### src/rtl/srp_pkg.sv
package srp_pkg;
  typedef enum logic {
    SRC_ARRAY  = 1'b0,
    SRC_STATUS = 1'b1
  } rd_src_e;
endpackage

### src/rtl/srp_strobe.sv
module srp_strobe (
  input  logic clk,
  input  logic rst_n,
  input  logic ce_n,
  input  logic oe_n,
  input  logic we_n,
  output logic rd_act,
  output logic rd_start
);
  logic rd_prev_q;
  logic rd_prev_d;

  always_comb begin
    rd_act    = ~ce_n & ~oe_n & we_n;
    rd_start  = rd_act & ~rd_prev_q;
    rd_prev_d = rd_act;
  end

  always_ff @(posedge clk or negedge rst_n) begin
    if (!rst_n) rd_prev_q <= 1'b0;
    else        rd_prev_q <= rd_prev_d;
  end
endmodule

### src/rtl/srp_toggle.sv
module srp_toggle (
  input  logic clk,
  input  logic rst_n,
  input  logic adv,
  output logic tgl_nxt
);
  logic tgl_q;

  always_comb begin
    tgl_nxt = adv ? ~tgl_q : tgl_q;
  end

  always_ff @(posedge clk or negedge rst_n) begin
    if (!rst_n)   tgl_q <= 1'b0;
    else if (adv) tgl_q <= tgl_nxt;
  end
endmodule

### src/rtl/srp_outmux.sv
module srp_outmux #(
  parameter int DW       = 8,
  parameter int POLL_BIT = 7,
  parameter int TGL_BIT  = 6
) (
  input  srp_pkg::rd_src_e src,
  input  logic [DW-1:0]    arr_rdata,
  input  logic [DW-1:0]    last_wr,
  input  logic             tgl,
  output logic [DW-1:0]    data
);
  logic [DW-1:0] stat;

  for (genvar i = 0; i < DW; i++) begin : g_bit
    if (i == POLL_BIT) begin : g_poll
      assign stat[i] = ~last_wr[i];
    end else if (i == TGL_BIT) begin : g_tgl
      assign stat[i] = tgl;
    end else begin : g_pass
      assign stat[i] = last_wr[i];
    end
  end

  always_comb begin
    data = (src == srp_pkg::SRC_STATUS) ? stat : arr_rdata;
  end
endmodule

### src/rtl/status_read_path.sv
module status_read_path #(
  parameter int DW       = 8,
  parameter int AW       = 17,
  parameter int POLL_BIT = DW - 1,
  parameter int TGL_BIT  = DW - 2
) (
  input  logic          clk,
  input  logic          rst_n,
  input  logic          ce_n,
  input  logic          oe_n,
  input  logic          we_n,
  input  logic [AW-1:0] addr,
  input  logic          busy,
  input  logic [DW-1:0] last_wr,
  input  logic [DW-1:0] arr_rdata,
  output logic [AW-1:0] arr_addr,
  output logic [DW-1:0] dout,
  output logic          dout_oe
);
  import srp_pkg::*;

  logic          rd_act;
  logic          rd_start;
  logic          tgl_adv;
  logic          tgl_nxt;
  rd_src_e       src;
  logic [DW-1:0] mux_data;
  logic [DW-1:0] dout_q;
  logic [DW-1:0] dout_d;
  logic          dout_oe_q;
  logic          dout_oe_d;
  logic          dout_en;

  assign arr_addr = addr;

  srp_strobe u_strobe (
    .clk      (clk),
    .rst_n    (rst_n),
    .ce_n     (ce_n),
    .oe_n     (oe_n),
    .we_n     (we_n),
    .rd_act   (rd_act),
    .rd_start (rd_start)
  );

  assign tgl_adv = rd_start & busy;

  srp_toggle u_toggle (
    .clk     (clk),
    .rst_n   (rst_n),
    .adv     (tgl_adv),
    .tgl_nxt (tgl_nxt)
  );

  assign src = busy ? SRC_STATUS : SRC_ARRAY;

  srp_outmux #(
    .DW       (DW),
    .POLL_BIT (POLL_BIT),
    .TGL_BIT  (TGL_BIT)
  ) u_outmux (
    .src       (src),
    .arr_rdata (arr_rdata),
    .last_wr   (last_wr),
    .tgl       (tgl_nxt),
    .data      (mux_data)
  );

  always_comb begin
    dout_en   = rd_act;
    dout_d    = mux_data;
    dout_oe_d = rd_act;
  end

  always_ff @(posedge clk or negedge rst_n) begin
    if (!rst_n) begin
      dout_q    <= '0;
      dout_oe_q <= 1'b0;
    end else begin
      dout_oe_q <= dout_oe_d;
      if (dout_en) dout_q <= dout_d;
    end
  end

  assign dout    = dout_q;
  assign dout_oe = dout_oe_q;
endmodule

### config.mk
export PLATFORM = sky130hd
export DESIGN_NAME = status_read_path
export DESIGN_NICKNAME = d
export VERILOG_FILES = /design/src/rtl/srp_pkg.sv /design/src/rtl/srp_strobe.sv /design/src/rtl/srp_toggle.sv /design/src/rtl/srp_outmux.sv /design/src/rtl/status_read_path.sv
export SDC_FILE = /design/constraint.sdc
export NUM_CORES = 1
export LEC_CHECK = 0
export CELL_PAD_IN_SITES_DETAIL_PLACEMENT = 1
export CELL_PAD_IN_SITES_GLOBAL_PLACEMENT = 2
export CORE_MARGIN = 1.5
export CORE_UTILIZATION = 28
export DETAILED_ROUTE_END_ITERATION = 16
export DONT_BUFFER_PORTS = 1
export GPL_ROUTABILITY_DRIVEN = 0
export GPL_TIMING_DRIVEN = 0
export PLACE_DENSITY_LB_ADDON = 0.25
export SYNTH_ARGS = -nofsm -noshare
export SYNTH_HDL_FRONTEND = slang
export SYNTH_SLANG_ARGS = --single-unit
### constraint.sdc
create_clock -name clk -period 1.1 [get_ports clk]
set_input_delay 0.055 -clock clk [delete_from_list [all_inputs] [get_ports clk]]
set_output_delay 0.055 -clock clk [all_outputs]
set_load 0.02 [all_outputs]
==> results of run 1 <==
## power groups by stage
stage	registers (uW)	logic [uW]	clock network, uW
after global placement	581	234	0
final	576	246	238
after global routing	587	272	266
after floorplan	569	216	0
after CTS	578	254	254
after detailed placement	586	242	0
## cells by family after synthesis
family                    Yosys count  synth area share
DFF                                10             0.418
AOI/OAI and AO/OA                   8            0.0732
muxes                               8             0.134
xor gates and xnor gates            2            0.0293
and+or+nand+nor                    10            0.0983
buffers and inverters              20             0.247
## through the flow
| step | hold slack (ns) | setup slack (ns) | utilization | area [um^2] | total power [uW] |
|---|---|---|---|---|---|
| floorplan | -0.241 | 0.193 | - | 598 | 784 |
| global placement | -0.240 | 0.153 | 0.319 | 632 | 815 |
| detailed placement | -0.240 | 0.0988 | 0.319 | 632 | 828 |
| CTS | 0.0155 | 0.0928 | 0.335 | 664 | 1090 |
| global route | 0.0224 | 0.0685 | 0.335 | 664 | 1120 |
| finish | 0.0124 | 0.104 | 0.335 | 664 | 1060 |
## per-layer routing
layer	track usage	vias up	routed length (um)
li1	-	183	-
met5	0	-	0
met3	0.0368	4	174
met1	0.0992	184	398
met2	0.216	44	634
met4	0.0714	0	27
## worst max-delay path by stage
stage,start,to,slack [ns],depth (start not counted)
global placement,u_strobe.rd_prev_q,dout[6],0.15,3
finish,u_strobe.rd_prev_q,dout[6],0.10,3
global route,u_strobe.rd_prev_q,dout[6],0.07,3
CTS,u_strobe.rd_prev_q,dout[6],0.09,3
detailed placement,u_strobe.rd_prev_q,dout[6],0.1,3
floorplan,u_strobe.rd_prev_q,dout[6],0.19,3
## flip-flops by register name, summed over array words and instances (netlist names)
| signal | flops |
|---|---|
| u_strobe.rd_prev_q | 1 |
| u_toggle.tgl_q | 1 |
| dout | 8 |
## worst register-to-register path, cell delays in order (launching register included)
cell     delay (ns)
dfrtp_1        0.47
xnor2_1        0.17
mux2i_1        0.16
a21oi_1        0.09
## cell usage in the layout, fill, tap and decap left out, drive strengths merged
| master | Yosys | layout |
|---|---|---|
| buf | 19 | 19 |
| dfrtp | 10 | 10 |
| mux2i | 8 | 8 |
| nor2 | 8 | 8 |
| a21oi | 8 | 8 |
| clkbuf | 0 | 3 |
| xnor2 | 2 | 2 |
| nor3b | 1 | 1 |
| inv | 1 | 1 |
| nand3b | 1 | 1 |
| dlygate4sd3 | 0 | 1 |
## area by class of cell
type / instances / area share
multi-input cells: 28 / 0.301
well taps: 27 / 0.0508
flip-flops and latches: 10 / 0.377
inverters: 1 / 0.00565
clock buffers: 3 / 0.0339
plain buffers: 19 / 0.217
repair buffers: 1 / 0.0151
## what timing repair did
action / in CTS / in global routing
hold endpoints to repair: 10 / 0
buffers inserted: 0 / 0
resized for setup: 0 / 0
setup endpoints to repair: 0 / 0
hold buffers: 1 / 0
==> metrics.cfg, run 1 <==
[outcome]
status = finished clean

[floorplanning]
die_area_um2 = 2420
initial_core_util = 0.302
core_um2 = 1980
dieWidth_um = 49.2
die_h_um = 49.2
io_pins = 65
rows = 16

[sta]
fmax_mhz = 1000
post-route-min-period_ns = 0.996
worstMarginPinSlew_ns = 0.442
final-setup-viol-count = 0
fin_crit_sh = 0.906
rsz0062_at_grt = no
setup-tns-final_ns = 0
hold_viol_final = 0
relSlewSlack = 0.704
slew_violations = 0
finClkSkew_ns = 0.0000131

[cts]
root_buffer = clkbuf_4
clock_latency_ns = 0.25
cts_buffer_depth = 2
cts_num_sinks = 10
numCtsBuffers = 3
path_clk_slew_ns = 0.06
cts_max_level = 1
cts_tree = yes

[critical_path]
timing_worst_setup_path_type = flip-flop to flip-flop
path_max_fanout = 3
arrival_ns = 1.14
rrSetupSlack_ns = 0.10
cpMaxStageDelayCell = dfrtp_1
crit_chain = xnor2_1, mux2i_1, a21oi_1
cp.required_ns = 1.24
setup.worst_path.start_class = flip-flop
reg2reg_depth = 3
critical-path-top-delay-family = flip-flops
timing.rr.end = dout[6]
r2r_start = u_strobe.rd_prev_q
cp-end-kind = flip-flop
cpPeakStageDelay_ns = 0.47
path_buf_inv = 0

[logic_synthesis]
synthCells = 58
synth_edf_count = 0
yosysSeqAreaShare = 0.418
synth_most_common_cell = buf_4
yosysWarningCount = 0
ys_types = 13
synth_area_um2 = 598
synth_common_cells = buf_4, dfrtp_1, mux2i_1
yosysTopAreaCell = dfrtp_1
synthArstFlopShare = 1.00
synth_nets = 97
synth_top_cell_area_share = 0.418
avgSynthCellArea_um2 = 10.3
synth-seq-cells = 10
synth_flop_cell = dfrtp_1
synthTopCellsByArea = dfrtp_1, buf_4, mux2i_1

[power_and_ir_drop]
swShare = 0.347
ir_drop_v = 0.000467
power_density_nw_per_um2 = 1600
p_switching_uw = 368
p_clk_frac = 0.224
power_frac_seq = 0.543
intPower_uw = 692
p_leak_uw = 0.000313
combPwrFrac = 0.233

[final_layout]
final_cells = 89
final_nets = 103
multi_input_area_um2 = 200
antenna-diode-count = 0
fillCellCount = 237
syn_to_final_growth_pct = 11.1
seq_area_um2 = 250
layout-drive-gt1-share = 0.403

[detailed_routing]
drt_iter0_markers = 1
firstDrtPassIters = 2
routed_wl_um = 1240
wire_per_inst_um = 13.9
final_antenna_net_count = 0
drt_drc_violations_left = 0
via_per_inst = 4.66
vias = 415

[global_routing]
grt_first_pass_wirelength_um = 2030
grtUsageTotal = 0.113
grt-ovfl-total = 0
antenna_found_initial = 0
grt_max_degree = 11
grt_pass1_vias = 423

[min_path]
hold_depth = 2
worstHoldStart = arr_rdata[2]
whs_endpoint = dout[2]
hold_path_class = input port to flip-flop

[run]
drv_cap = 0

[placement]
dp.cells = 85
hpwl_um = 993
io_buffers = 0

Note: power is estimated with default switching activity, not from simulation.
==> run 2, diff against run 1 <==
--- a/config.mk
+++ b/config.mk
@@ -7,7 +7,7 @@
 export LEC_CHECK = 0
 export CELL_PAD_IN_SITES_DETAIL_PLACEMENT = 1
 export CELL_PAD_IN_SITES_GLOBAL_PLACEMENT = 2
-export CORE_MARGIN = 1.5
+export CORE_MARGIN = 2
 export CORE_UTILIZATION = 28
 export DETAILED_ROUTE_END_ITERATION = 16
 export DONT_BUFFER_PORTS = 1
==> constraint.sdc (replaced) <==
create_clock -name clk -period 1.1 [get_ports clk]
set_input_delay 0.165 -clock clk [delete_from_list [all_inputs] [get_ports clk]]
set_output_delay 0.165 -clock clk [all_outputs]
set_load 0.02 [all_outputs]
==> run 2 against run 1 <==
Effect of this change:
- clock-buffer cell count stayed put
- highest routed layer unchanged
- wire length is 4.2% higher
- core utilization is 0.38 points higher
- critical path depth stayed put
- die area is 4.1% higher
==> metrics.cfg, run 2 (synthesis gave the netlist of run 1 again) <==
[outcome]
status = finished clean

[critical_path]
path_max_fanout = 3
timing.rr.end = dout[6]
reg2reg_depth = 3
r2r_start = u_strobe.rd_prev_q
arrival_ns = 1.14
cp.required_ns = 1.25
cp-end-kind = flip-flop
setup.worst_path.start_class = flip-flop
timing_worst_setup_path_type = flip-flop to flip-flop
rrSetupSlack_ns = 0.11

[sta]
fin_crit_sh = 0.903
setup-tns-final_ns = 0
worstMarginPinSlew_ns = 0.460
rsz0062_at_grt = no
relSlewSlack = 0.692
hold_viol_final = 0
fmax_mhz = 1010
finClkSkew_ns = 0.0000359
slew_violations = 0
final-setup-viol-count = 0
post-route-min-period_ns = 0.993

[final_layout]
final_cells = 89
final_cell_mix = buf_4, dfrtp_1, mux2i_1
layout-drive-gt1-share = 0.419
fillCellCount = 240
syn_to_final_growth_pct = 12.3
antenna-diode-count = 0
final_nets = 103
fin_util = 0.339
largest_register_ffs = 8
design_area_um2 = 672
final_common_cell = buf_4

[power_and_ir_drop]
power.total_uw = 1080
power_density_nw_per_um2 = 1610
p_leak_uw = 0.000317
ir_drop_v = 0.000523

[floorplanning]
rows = 16
dieWidth_um = 50.2
die_area_um2 = 2520
die_h_um = 50.2
io_pins = 65
initial_core_util = 0.302
core_um2 = 1980

[cts]
postCtsSetupBuffers = 0
root_buffer = clkbuf_4
clock_latency_ns = 0.26
cts_buffer_depth = 2
cts_max_level = 1
cts_tree = yes
path_clk_slew_ns = 0.06
numCtsBuffers = 3
cts_num_sinks = 10

[detailed_routing]
vias = 421
via_per_inst = 4.73
routed_wl_um = 1290
drt_iter0_markers = 1
firstDrtPassIters = 2
final_antenna_net_count = 0
drt_drc_violations_left = 0
wire_per_inst_um = 14.5

[placement]
dp.cells = 85
hpwl_um = 1010
io_buffers = 0
dpl_cell_area_um2 = 632

[global_routing]
grtUsageTotal = 0.104
grt_max_degree = 11
antenna_found_initial = 0
grt-ovfl-total = 0
grt_first_pass_wirelength_um = 1900
grt_pass1_vias = 412

[min_path]
hold_path_class = input port to flip-flop
whs_endpoint = dout[7]
worstHoldStart = arr_rdata[7]
hold_depth = 2

[run]
drv_cap = 0

-- run 2: cell counts in the layout (fill, tap and decap cells not counted) --
Identical to the previous run, type by type.
-- run 2: per-stage QoR --
step,worst slack (ns),hold WS [ns]
floorplan,0.193,-0.131
global placement,0.0692,-0.130
detailed placement,0.0443,-0.130
CTS,0.0794,0.110
global route,0.0411,0.132
finish,0.107,0.114
-- run 2: worst max path at each step --
stage | slack [ns] | start | endpoint | cells after the start
2_1_floorplan | 0.19 | u_strobe.rd_prev_q | dout[6] | 3
3_3_place_gp | 0.07 | oe_n | dout[4] | 4
3_5_place_dp | 0.04 | oe_n | dout[4] | 4
4_1_cts | 0.08 | u_strobe.rd_prev_q | dout[6] | 3
5_1_grt | 0.04 | u_strobe.rd_prev_q | dout[6] | 3
6_report | 0.11 | u_strobe.rd_prev_q | dout[6] | 3
-- run 2: power by group --
| group | total, uW | internal (uW) | leakage [uW] | switching [uW] |
|---|---|---|---|---|
| registers | 580 | 444 | 0.000113 | 136 |
| logic | 262 | 134 | 0.000190 | 128 |
| clock network | 237 | 126 | 0.0000138 | 111 |
-- run 2: worst max-delay path, cell delays in order, from the launching register on --
cell	delay, ns
dfrtp_1	0.48
xnor2_2	0.18
mux2i_1	0.14
a21oi_1	0.08
-- run 2: routing by layer --
layer  GRT usage  routed length [um]  vias to the layer above
li1            -                   -                      182
met1      0.0972                 398                      190
met2       0.184                 632                       47
met3      0.0685                 242                        2
met4      0.0278                  14                        0
met5           0                   0                        -
-- run 2: what timing repair did --
item | CTS | global route
hold buffers | 1 | 0
endpoints found under the setup margin | 0 | 1
resized for setup | 0 | 1
endpoints found under the hold margin | 10 | 0
-- run 2: final cells by class --
type                       instances  area, um^2  share of cell area
tap                               27        33.8              0.0503
timing repair buffer               1        10.0              0.0149
sequential                        10         250               0.372
inverter                           1        3.75             0.00559
clock buffer                       3        22.5              0.0335
multi-input combinational         28         208               0.309
buffer                            19         144               0.214
==> run 3, diff against run 2 <==
--- a/config.mk
+++ b/config.mk
@@ -5,6 +5,7 @@
 export SDC_FILE = /design/constraint.sdc
 export NUM_CORES = 1
 export LEC_CHECK = 0
+export ABC_AREA = 1
 export CELL_PAD_IN_SITES_DETAIL_PLACEMENT = 1
 export CELL_PAD_IN_SITES_GLOBAL_PLACEMENT = 2
 export CORE_MARGIN = 2
==> run 3 against run 2 <==
Effect of this change:
- worst setup slack lost 0.018 ns
- register-to-register slack lost 0.02 ns
- core utilization shrank 0.15 points
- clock power grew 40%
- via count grew 13%
- total power grew 3.4%
- sequential power shrank 6.0%
- clock-buffer cell count grew 1
- critical endpoint unchanged
- wire length grew 6.3%
- final area grew 10%
- first-iteration DRC count grew 100%
==> metrics.cfg, run 3 <==
[logic_synthesis]
ys_types = 18
synth_top_cell_area_share = 0.393
synth_most_common_cell = nand2_1
synthCells = 73
synth_nets = 112
synth_edf_count = 0
yosysTopAreaCell = dfrtp_1
avgSynthCellArea_um2 = 8.72
yosysSeqAreaShare = 0.393
synth_flop_cell = dfrtp_1
synthTopCellsByArea = dfrtp_1, buf_4, nand2_1
synth-seq-cells = 10
synth_area_um2 = 637
synth_common_cells = nand2_1, buf_4, dfrtp_1
yosysWarningCount = 0
synthArstFlopShare = 1.00

[power_and_ir_drop]
ir_drop_v = 0.000876
combPwrFrac = 0.215
intPower_uw = 739
p_clk_frac = 0.297
power_frac_seq = 0.488
p_leak_uw = 0.000344
power_density_nw_per_um2 = 1510
power.total_uw = 1120
swShare = 0.338
p_switching_uw = 377

[detailed_routing]
wire_per_inst_um = 12.9
via_per_inst = 4.48
final_antenna_net_count = 0
drt_iter0_markers = 2
drt_drc_violations_left = 0
firstDrtPassIters = 3
routed_wl_um = 1370
vias = 475

[floorplanning]
core_um2 = 2190
die_h_um = 51.7
initial_core_util = 0.291
dieWidth_um = 51.7
rows = 17
die_area_um2 = 2670
io_pins = 65

[run]
drv_cap = 0

[final_layout]
syn_to_final_growth_pct = 16.1
layout-drive-gt1-share = 0.487
fillCellCount = 270
final_cells = 106
final_nets = 118
largest_register_ffs = 8
final_cell_mix = nand2_1, buf_4, dfrtp_1
final_common_cell = nand2_1
antenna-diode-count = 0
fin_util = 0.338

[critical_path]
critical-path-top-delay-family = flip-flops
cp-end-kind = flip-flop
arrival_ns = 1.17
setup.worst_path.start_class = flip-flop
crit_chain = nor2_4, nand3_2, nand2_2, nand3_2, nand2_1, nand2_1
cp.required_ns = 1.26
cpMaxStageDelayCell = dfrtp_2
path_buf_inv = 0
path_max_fanout = 2
timing_worst_setup_path_type = flip-flop to flip-flop
cpPeakStageDelay_ns = 0.47

[global_routing]
use_met2 = 0.173
use_met1 = 0.129
grtUsageMet3 = 0.0718
grt_max_degree = 11
grtUsageTotal = 0.110
grt_pass1_vias = 460
grt_first_pass_wirelength_um = 2100
antenna_found_initial = 0
grt-ovfl-total = 0
grt_busiest_layer = met2

[sta]
hold_viol_final = 0
rsz0062_at_grt = no
layout_setup_ws_ns = 0.0888
relSlewSlack = 0.688
setup-tns-final_ns = 0
final-setup-viol-count = 0
worstMarginPinSlew_ns = 0.466
fmax_mhz = 989
fin_crit_sh = 0.919
finClkSkew_ns = 0.00514
slew_violations = 0
post-route-min-period_ns = 1.01

[cts]
cts_max_level = 1
path_clk_slew_ns = 0.07
clock_latency_ns = 0.27
cts_tree = yes
root_buffer = clkbuf_4
cts_num_sinks = 10
cts_buffer_depth = 2
numCtsBuffers = 3

[placement]
place_ws_ns = 0.0204
io_buffers = 0
dp.cells = 101
hpwl_um = 1100

[outcome]
status = finished clean

[min_path]
hold_path_class = input port to flip-flop

## run 3: cell count changes after synthesis, sizes merged, moves of 2 or more
| cell | delta |
|---|---|
| mux2i | -8 |
| nand2 | +20 |
| xnor2 | -2 |
| o21ai | +2 |
| a31oi | +6 |
| a21oi | -8 |
| nor2 | +2 |
| nand3 | +2 |
## run 3: through the flow
stage	hold slack (ns)	area, um^2
3_3_place_gp	-0.130	672
5_1_grt	0.0487	739
4_1_cts	0.0388	719
2_1_floorplan	-0.131	637
6_report	0.0467	739
3_5_place_dp	-0.130	672
## run 3: logic make-up after synthesis
kind of cell | count (synthesis) | synth area share
buf+inv | 22 | 0.265
compound gates | 8 | 0.104
simple gates | 33 | 0.238
flops | 10 | 0.393
## run 3: repair_timing
action | CTS | global route
pin swaps | 0 | 4
hold endpoints to repair | 10 | 0
buffers inserted | 0 | 0
endpoints found under the setup margin | 1 | 1
resized for setup | 1 | 5
hold buffers | 1 | 0
## run 3: worst paths after layout
path                                    start            endpoint  slack, ns  depth (start not counted)
setup reg to reg           u_strobe.rd_prev_q             dout[6]       0.09                          6
hold reg to reg                u_toggle.tgl_q      u_toggle.tgl_q       0.51                          2
min in group asynchronous               rst_n             dout[3]       0.28                          1
max in group asynchronous               rst_n  u_strobe.rd_prev_q       0.47                          1
setup / recovery           u_strobe.rd_prev_q             dout[6]       0.09                          6
hold / removal                   arr_rdata[0]             dout[0]       0.05                          2
## run 3: final cells by class
type | instances | area (um^2) | share of cell area
plain buffers | 19 | 153 | 0.206
clock buffers | 4 | 36.3 | 0.0491
inverters | 3 | 16.3 | 0.0220
repair buffers | 1 | 10.0 | 0.0135
multi-input cells | 41 | 238 | 0.321
flip-flops and latches | 10 | 251 | 0.340
well taps | 28 | 35.0 | 0.0474
## run 3: power by group through the flow
stage	Combinational [uW]	Sequential (uW)	Clock, uW
3_5_place_dp	228	554	0
2_1_floorplan	206	540	0
4_1_cts	239	547	350
3_3_place_gp	224	551	0
5_1_grt	268	556	366
6_report	240	545	332
## run 3: per-layer routing
metal  routed length, um  share of wire
met1                 503           0.37
met2                 691           0.50
met3                 174           0.13
met4                   0              0
met5                   0              0
